File: src/rtl/wdt_pkg.sv
package wdt_pkg;

  typedef enum logic [1:0] {
    PSEL_A   = 2'b00,
    PSEL_B   = 2'b01,
    PSEL_C   = 2'b10,
    PSEL_OFF = 2'b11
  } psel_e;

  // Cycle count chosen by the period field; 0 means the watchdog is off.
  function automatic int unsigned period_of(psel_e s, int unsigned pa,
                                            int unsigned pb, int unsigned pc);
    case (s)
      PSEL_A:  return pa;
      PSEL_B:  return pb;
      PSEL_C:  return pc;
      default: return 0;
    endcase
  endfunction

  function automatic int unsigned max3(int unsigned a, int unsigned b, int unsigned c);
    int unsigned m;
    m = (a > b) ? a : b;
    return (m > c) ? m : c;
  endfunction

  // Bus events on synchronized samples: prev is one cycle older than now.
  function automatic logic is_start(logic sda_prev, logic sda_now, logic scl_now);
    return sda_prev & ~sda_now & scl_now;
  endfunction

  function automatic logic is_stop(logic sda_prev, logic sda_now, logic scl_now);
    return ~sda_prev & sda_now & scl_now;
  endfunction

  function automatic logic is_rise(logic prev, logic now);
    return ~prev & now;
  endfunction

endpackage

File: src/rtl/wdt_sync.sv
module wdt_sync #(
  parameter int W      = 2,
  parameter int STAGES = 2
) (
  input  logic         clk,
  input  logic         rst_n,
  input  logic [W-1:0] d,
  output logic [W-1:0] q
);
  logic [W-1:0] stg [STAGES];

  for (genvar i = 0; i < STAGES; i++) begin : g_stage
    if (i == 0) begin : g_first
      always_ff @(posedge clk or negedge rst_n) begin
        if (!rst_n) stg[i] <= '1;
        else        stg[i] <= d;
      end
    end else begin : g_next
      always_ff @(posedge clk or negedge rst_n) begin
        if (!rst_n) stg[i] <= '1;
        else        stg[i] <= stg[i-1];
      end
    end
  end

  assign q = stg[STAGES-1];
endmodule

File: src/rtl/wdt_kick_det.sv
module wdt_kick_det (
  input  logic clk,
  input  logic rst_n,
  input  logic hold,
  input  logic sda,
  input  logic scl,
  output logic kick_o,
  output logic armed_o
);
  import wdt_pkg::*;

  logic sda_q, scl_q;
  logic armed_q, toggled_q;
  logic start_w, stop_w, rise_w;

  assign start_w = is_start(sda_q, sda, scl);
  assign stop_w  = is_stop(sda_q, sda, scl);
  assign rise_w  = is_rise(scl_q, scl);

  always_ff @(posedge clk or negedge rst_n) begin
    if (!rst_n) begin
      sda_q <= 1'b1;
      scl_q <= 1'b1;
    end else begin
      sda_q <= sda;
      scl_q <= scl;
    end
  end

  // armed: a START has been seen; toggled: clock line rose since that START
  always_ff @(posedge clk or negedge rst_n) begin
    if (!rst_n) begin
      armed_q   <= 1'b0;
      toggled_q <= 1'b0;
    end else if (hold) begin
      armed_q   <= 1'b0;
      toggled_q <= 1'b0;
    end else if (start_w) begin
      armed_q   <= 1'b1;
      toggled_q <= 1'b0;
    end else if (stop_w) begin
      armed_q   <= 1'b0;
      toggled_q <= 1'b0;
    end else if (rise_w && armed_q) begin
      toggled_q <= 1'b1;
    end
  end

  assign kick_o  = stop_w & armed_q & toggled_q & ~hold;
  assign armed_o = armed_q;
endmodule

File: src/rtl/wdt_period_reg.sv
module wdt_period_reg (
  input  logic       clk,
  input  logic       rst_n,
  input  logic       wr_en,
  input  logic [1:0] wr_data,
  input  logic       lock,
  output logic [1:0] sel_o,
  output logic       accept_o
);
  logic [1:0] sel_q;

  assign accept_o = wr_en & ~lock;

  always_ff @(posedge clk or negedge rst_n) begin
    if (!rst_n)        sel_q <= 2'b00;
    else if (accept_o) sel_q <= wr_data;
  end

  assign sel_o = sel_q;
endmodule

File: src/rtl/wdt_counter.sv
module wdt_counter #(
  parameter int unsigned PERIOD_A = 2000,
  parameter int unsigned PERIOD_B = 8000,
  parameter int unsigned PERIOD_C = 32000,
  parameter int          CW       = 15
) (
  input  logic       clk,
  input  logic       rst_n,
  input  logic       hold,
  input  logic       restart,
  input  logic [1:0] sel,
  output logic       pulse_o,
  output logic       cnt_zero_o,
  output logic       in_range_o
);
  import wdt_pkg::*;

  localparam logic [CW-1:0] ONE = CW'(1);

  logic [CW-1:0] cnt_q;
  logic [CW-1:0] limit_w;
  logic          enabled_w, last_w, pulse_q;

  assign limit_w   = CW'(period_of(psel_e'(sel), PERIOD_A, PERIOD_B, PERIOD_C));
  assign enabled_w = (psel_e'(sel) != PSEL_OFF);
  assign last_w    = enabled_w & (cnt_q == limit_w - ONE);

  always_ff @(posedge clk or negedge rst_n) begin
    if (!rst_n) begin
      cnt_q   <= '0;
      pulse_q <= 1'b0;
    end else begin
      pulse_q <= 1'b0;
      if (hold || restart || !enabled_w) begin
        cnt_q <= '0;
      end else if (last_w) begin
        cnt_q   <= '0;
        pulse_q <= 1'b1;
      end else begin
        cnt_q <= cnt_q + ONE;
      end
    end
  end

  assign pulse_o    = pulse_q;
  assign cnt_zero_o = (cnt_q == '0);
  assign in_range_o = !enabled_w || (cnt_q < limit_w);
endmodule

File: src/rtl/bus_wdt.sv
module bus_wdt #(
  parameter int unsigned PERIOD_A    = 2000,
  parameter int unsigned PERIOD_B    = 8000,
  parameter int unsigned PERIOD_C    = 32000,
  parameter int          SYNC_STAGES = 2
) (
  input  logic       clk,
  input  logic       rst_n,
  input  logic       sys_hold,
  input  logic       bus_sda,
  input  logic       bus_scl,
  input  logic       sel_wr_en,
  input  logic [1:0] sel_wr_data,
  input  logic       sel_lock,
  output logic [1:0] sel_q,
  output logic       expire_pulse
);
  localparam int unsigned PMAX = wdt_pkg::max3(PERIOD_A, PERIOD_B, PERIOD_C);
  localparam int          CW   = $clog2(PMAX + 1);

  logic [1:0] bus_raw_w, bus_syn_w;
  logic       kick_w, armed_w, accept_w;
  logic       cnt_zero_w, in_range_w;

  assign bus_raw_w = {bus_scl, bus_sda};

  wdt_sync #(.W(2), .STAGES(SYNC_STAGES)) u_sync (
    .clk (clk),
    .rst_n (rst_n),
    .d (bus_raw_w),
    .q (bus_syn_w)
  );

  wdt_kick_det u_kick (
    .clk (clk),
    .rst_n (rst_n),
    .hold (sys_hold),
    .sda (bus_syn_w[0]),
    .scl (bus_syn_w[1]),
    .kick_o (kick_w),
    .armed_o (armed_w)
  );

  wdt_period_reg u_preg (
    .clk (clk),
    .rst_n (rst_n),
    .wr_en (sel_wr_en),
    .wr_data (sel_wr_data),
    .lock (sel_lock),
    .sel_o (sel_q),
    .accept_o (accept_w)
  );

  wdt_counter #(
    .PERIOD_A (PERIOD_A),
    .PERIOD_B (PERIOD_B),
    .PERIOD_C (PERIOD_C),
    .CW (CW)
  ) u_cnt (
    .clk (clk),
    .rst_n (rst_n),
    .hold (sys_hold),
    .restart (kick_w | accept_w),
    .sel (sel_q),
    .pulse_o (expire_pulse),
    .cnt_zero_o (cnt_zero_w),
    .in_range_o (in_range_w)
  );
endmodule

File: config.mk
export PLATFORM = sky130hd
export DESIGN_NAME = bus_wdt
export DESIGN_NICKNAME = d
export VERILOG_FILES = /design/src/rtl/wdt_pkg.sv /design/src/rtl/wdt_sync.sv /design/src/rtl/wdt_kick_det.sv /design/src/rtl/wdt_period_reg.sv /design/src/rtl/wdt_counter.sv /design/src/rtl/bus_wdt.sv
export SDC_FILE = /design/constraint.sdc
export NUM_CORES = 1
export LEC_CHECK = 0
export ABC_AREA = 1
export ABC_CLOCK_PERIOD_IN_PS = 3000
export BUFFER_PORTS_ARGS = -buffer_cell sky130_fd_sc_hd__buf_2
export CAP_MARGIN = 10
export CORE_ASPECT_RATIO = 1.5
export CORE_MARGIN = 2
export CORE_UTILIZATION = 60
export CTS_CLUSTER_SIZE = 12
export DETAILED_ROUTE_END_ITERATION = 7
export GPL_ROUTABILITY_DRIVEN = 0
export PLACE_DENSITY = 0.8
export SLEW_MARGIN = 0
export SYNTH_ARGS = -nofsm -noshare
export SYNTH_HDL_FRONTEND = slang
export SYNTH_SLANG_ARGS = --single-unit
export TNS_END_PERCENT = 10
File: constraint.sdc
create_clock -name clk -period 3 [get_ports clk]
set_input_delay 0.15 -clock clk [delete_from_list [all_inputs] [get_ports clk]]
set_output_delay 0.15 -clock clk [all_outputs]
set_load 0.005 [all_outputs]
==> impl_metrics.json <==
{
  "outcome": "finished, final reports clean",
  "wl_per_cell_microns": 12.1,
  "drt_wl_total_microns": 2500,
  "finalSetupViolCount": 0,
  "vias": 1093,
  "path_buf_inv": 1,
  "cts.clk_slew.worst_paths_ns": 0.13,
  "max_freq_ghz": 0.633,
  "rr_worst_depth": 8,
  "synthToLayoutAreaGrowth_pct": 12.4,
  "synthFlopType": "dfrtp_1",
  "slew_viol_final": 0,
  "dpl_cell_area_sq_mm": 0.00139,
  "period_share": 0.526,
  "crit_family": "simple AND/OR/NAND/NOR gates",
  "p_leak_nw": 0.711,
  "antenna_found_initial": 0,
  "cts_tree": "done",
  "gr-usage-met1": 0.256,
  "grt_max_degree": 27,
  "synth-edff-count": 0,
  "post_cts_buffers": 0,
  "worstPathMaxFanout": 13,
  "rsz0062_at_grt": "false",
  "die_h_microns": 61.4,
  "clockBufferDepth": 2,
  "cp_slowest_stage_delay_ns": 0.41,
  "async_flop_share": 1.00,
  "drt_iter0_drc": 35,
  "seq_area_sq_um": 658,
  "nets": 195,
  "grt_pass1_vias": 1080,
  "synthTopCellsByCount": "39 x nand2_1, 32 x nor2_1, 20 x dfrtp_1, 20 x inv_1, 11 x nand3_1",
  "clk_latency_ns": 0.31,
  "cp.depth": 8,
  "dieArea_sq_mm": 0.00260,
  "syn_nets": 176,
  "required_ns": 3.21,
  "cp.arrival_ns": 1.79,
  "worstPathCellList": "ha_1, nand3_1, inv_1, nand2_1, nor2_1, nand3_2, nand2_2, nor2_1",
  "end_kind": "flip-flop",
  "ioPinCount": 12,
  "relSlewSlack": 0.633,
  "chipWidth_microns": 42.3,
  "core_sq_mm": 0.00205,
  "start_kind": "flip-flop",
  "finalPower_uw": 670,
  "ant_nets": 0,
  "syn_avg_cell_area_sq_um": 7.95,
  "h-tree-depth": 1,
  "path_class": "reg -> reg",
  "syn_area_sq_mm": 0.00132,
  "worst_pin_slew_ns": 0.551,
  "ys_ff_latch": 26,
  "hold_viol": 0,
  "viasPerCell": 5.31,
  "use_met2": 0.420,
  "cts_sinks": 26,
  "powerDensity_mw_per_mm2": 452,
  "ir_drop_mv": 0.341,
  "initial_core_util": 0.643,
  "globalRoute.busiestLayer": "met2",
  "drv_cap": 0,
  "hp-class": "in -> reg",
  "final_cell_area_sq_mm": 0.00148,
  "fin_tns_setup_ns": 0,
  "yosys.cell_count.top_type": "nand2_1",
  "grt_use_total": 0.220,
  "multi_input_area_sq_um": 568,
  "ys_seq_area_frac": 0.499,
  "ys_top_cells_by_area": "dfrtp_1 38%, dfstp_2 12%, nand2_1 11%, nor2_1 9.1%, inv_1 5.7%",
  "skew_ns": 0.00183,
  "synth_top_area_frac": 0.379,
  "use_met3": 0.0176,
  "drt_pass1_iterations": 4,
  "ys_warn_count": 0,
  "fin_crit_ns": 1.58,
  "synth_cell_types": 22,
  "root_buffer": "clkbuf_4",
  "worst_path_most_repeated_cell": "nor2_1",
  "syn_inst": 166,
  "whs_path_depth": 3,
  "numPortBuffers": 11,
  "grt_pass1_wl_microns": 4400,
  "fill_cells": 159,
  "rows": 20,
  "diodes": 0,
  "slowest_stage": "dfrtp_1",
  "overflow": 0,
  "final_util": 0.723,
  "cts.hold.buffers_added": 4,
  "ctsResizeCount": 0,
  "drc": 0,
  "hpwlAfterDp_microns": 1900,
  "cts_inserted_buffers": 3,
  "yosys.area.top_type": "dfrtp_1",
  "layout-drive-gt1-share": 0.168
}
metrics by stage:
stage / setup WS, ns / hold WS [ns] / instances
global route: 1.23 / 0.0984 / 206
global placement: 1.46 / 0.161 / 198
CTS: 1.40 / 0.0843 / 206
detailed placement: 1.42 / 0.165 / 198
finish: 1.42 / 0.0833 / 206
floorplan: 1.63 / -0.146 / 166
placed cells by master, fill, tap and decap left out, drive strengths merged, types with 6 or more instances in the layout:
cell type	n
nand3	13
dfstp	6
nand2	43
dfrtp	20
nor2	33
inv	22
buf	11
xor2	7
where the power goes:
group          switching (mW)  internal [mW]  total (mW)
Sequential             0.0113          0.364       0.375
Clock                  0.0970          0.135       0.232
Combinational          0.0402         0.0227      0.0629
tightest hold or removal path, cell delays in order:
cell and delay [ns]:
buf_2 0.07, nor2_1 0.03, a21oi_1 0.10
sequential cells by signal, indices dropped and copies added (netlist names):
name              flops
u_kick.armed_o        1
u_sync.q              2
u_kick.scl_q          1
u_cnt.pulse_o         1
u_cnt.cnt_q          15
u_preg.sel_o          2
u_kick.sda_q          1
u_sync.stg            2
u_kick.toggled_q      1
logic make-up after synthesis:
family                     synth area share
and+or+nand+nor                       0.314
AOI/OAI and AO/OA                    0.0408
adders and majority gates           0.00948
DFF                                   0.499
buffers and inverters                0.0711
xor gates and xnor gates             0.0664
metal layers:
metal,share of wire,vias up
met5,0,-
met2,0.52,36
met1,0.41,504
met3,0.054,7
met4,0.016,0
li1,-,546
layout make-up:
cell class / instances / area share
flip-flops and latches: 26 / 0.444
multi-input cells: 117 / 0.383
repair buffers: 15 / 0.0641
inverters: 22 / 0.0556
clock inverters: 1 / 0.0202
well taps: 22 / 0.0185
clock buffers: 3 / 0.0152
final timing paths:
check	from	slack (ns)	to
min in group asynchronous	rst_n	0.34	u_kick.armed_o
max reg2reg	u_cnt.cnt_q[0]	1.42	u_cnt.cnt_q[14]
max in group asynchronous	rst_n	2.29	u_sync.stg[2]
max	u_cnt.cnt_q[0]	1.42	u_cnt.cnt_q[14]
min	sel_wr_data[1]	0.08	u_preg.sel_o[1]
min reg2reg	u_sync.stg[3]	0.37	u_sync.q[1]
(Power assumes the default switching activity.)
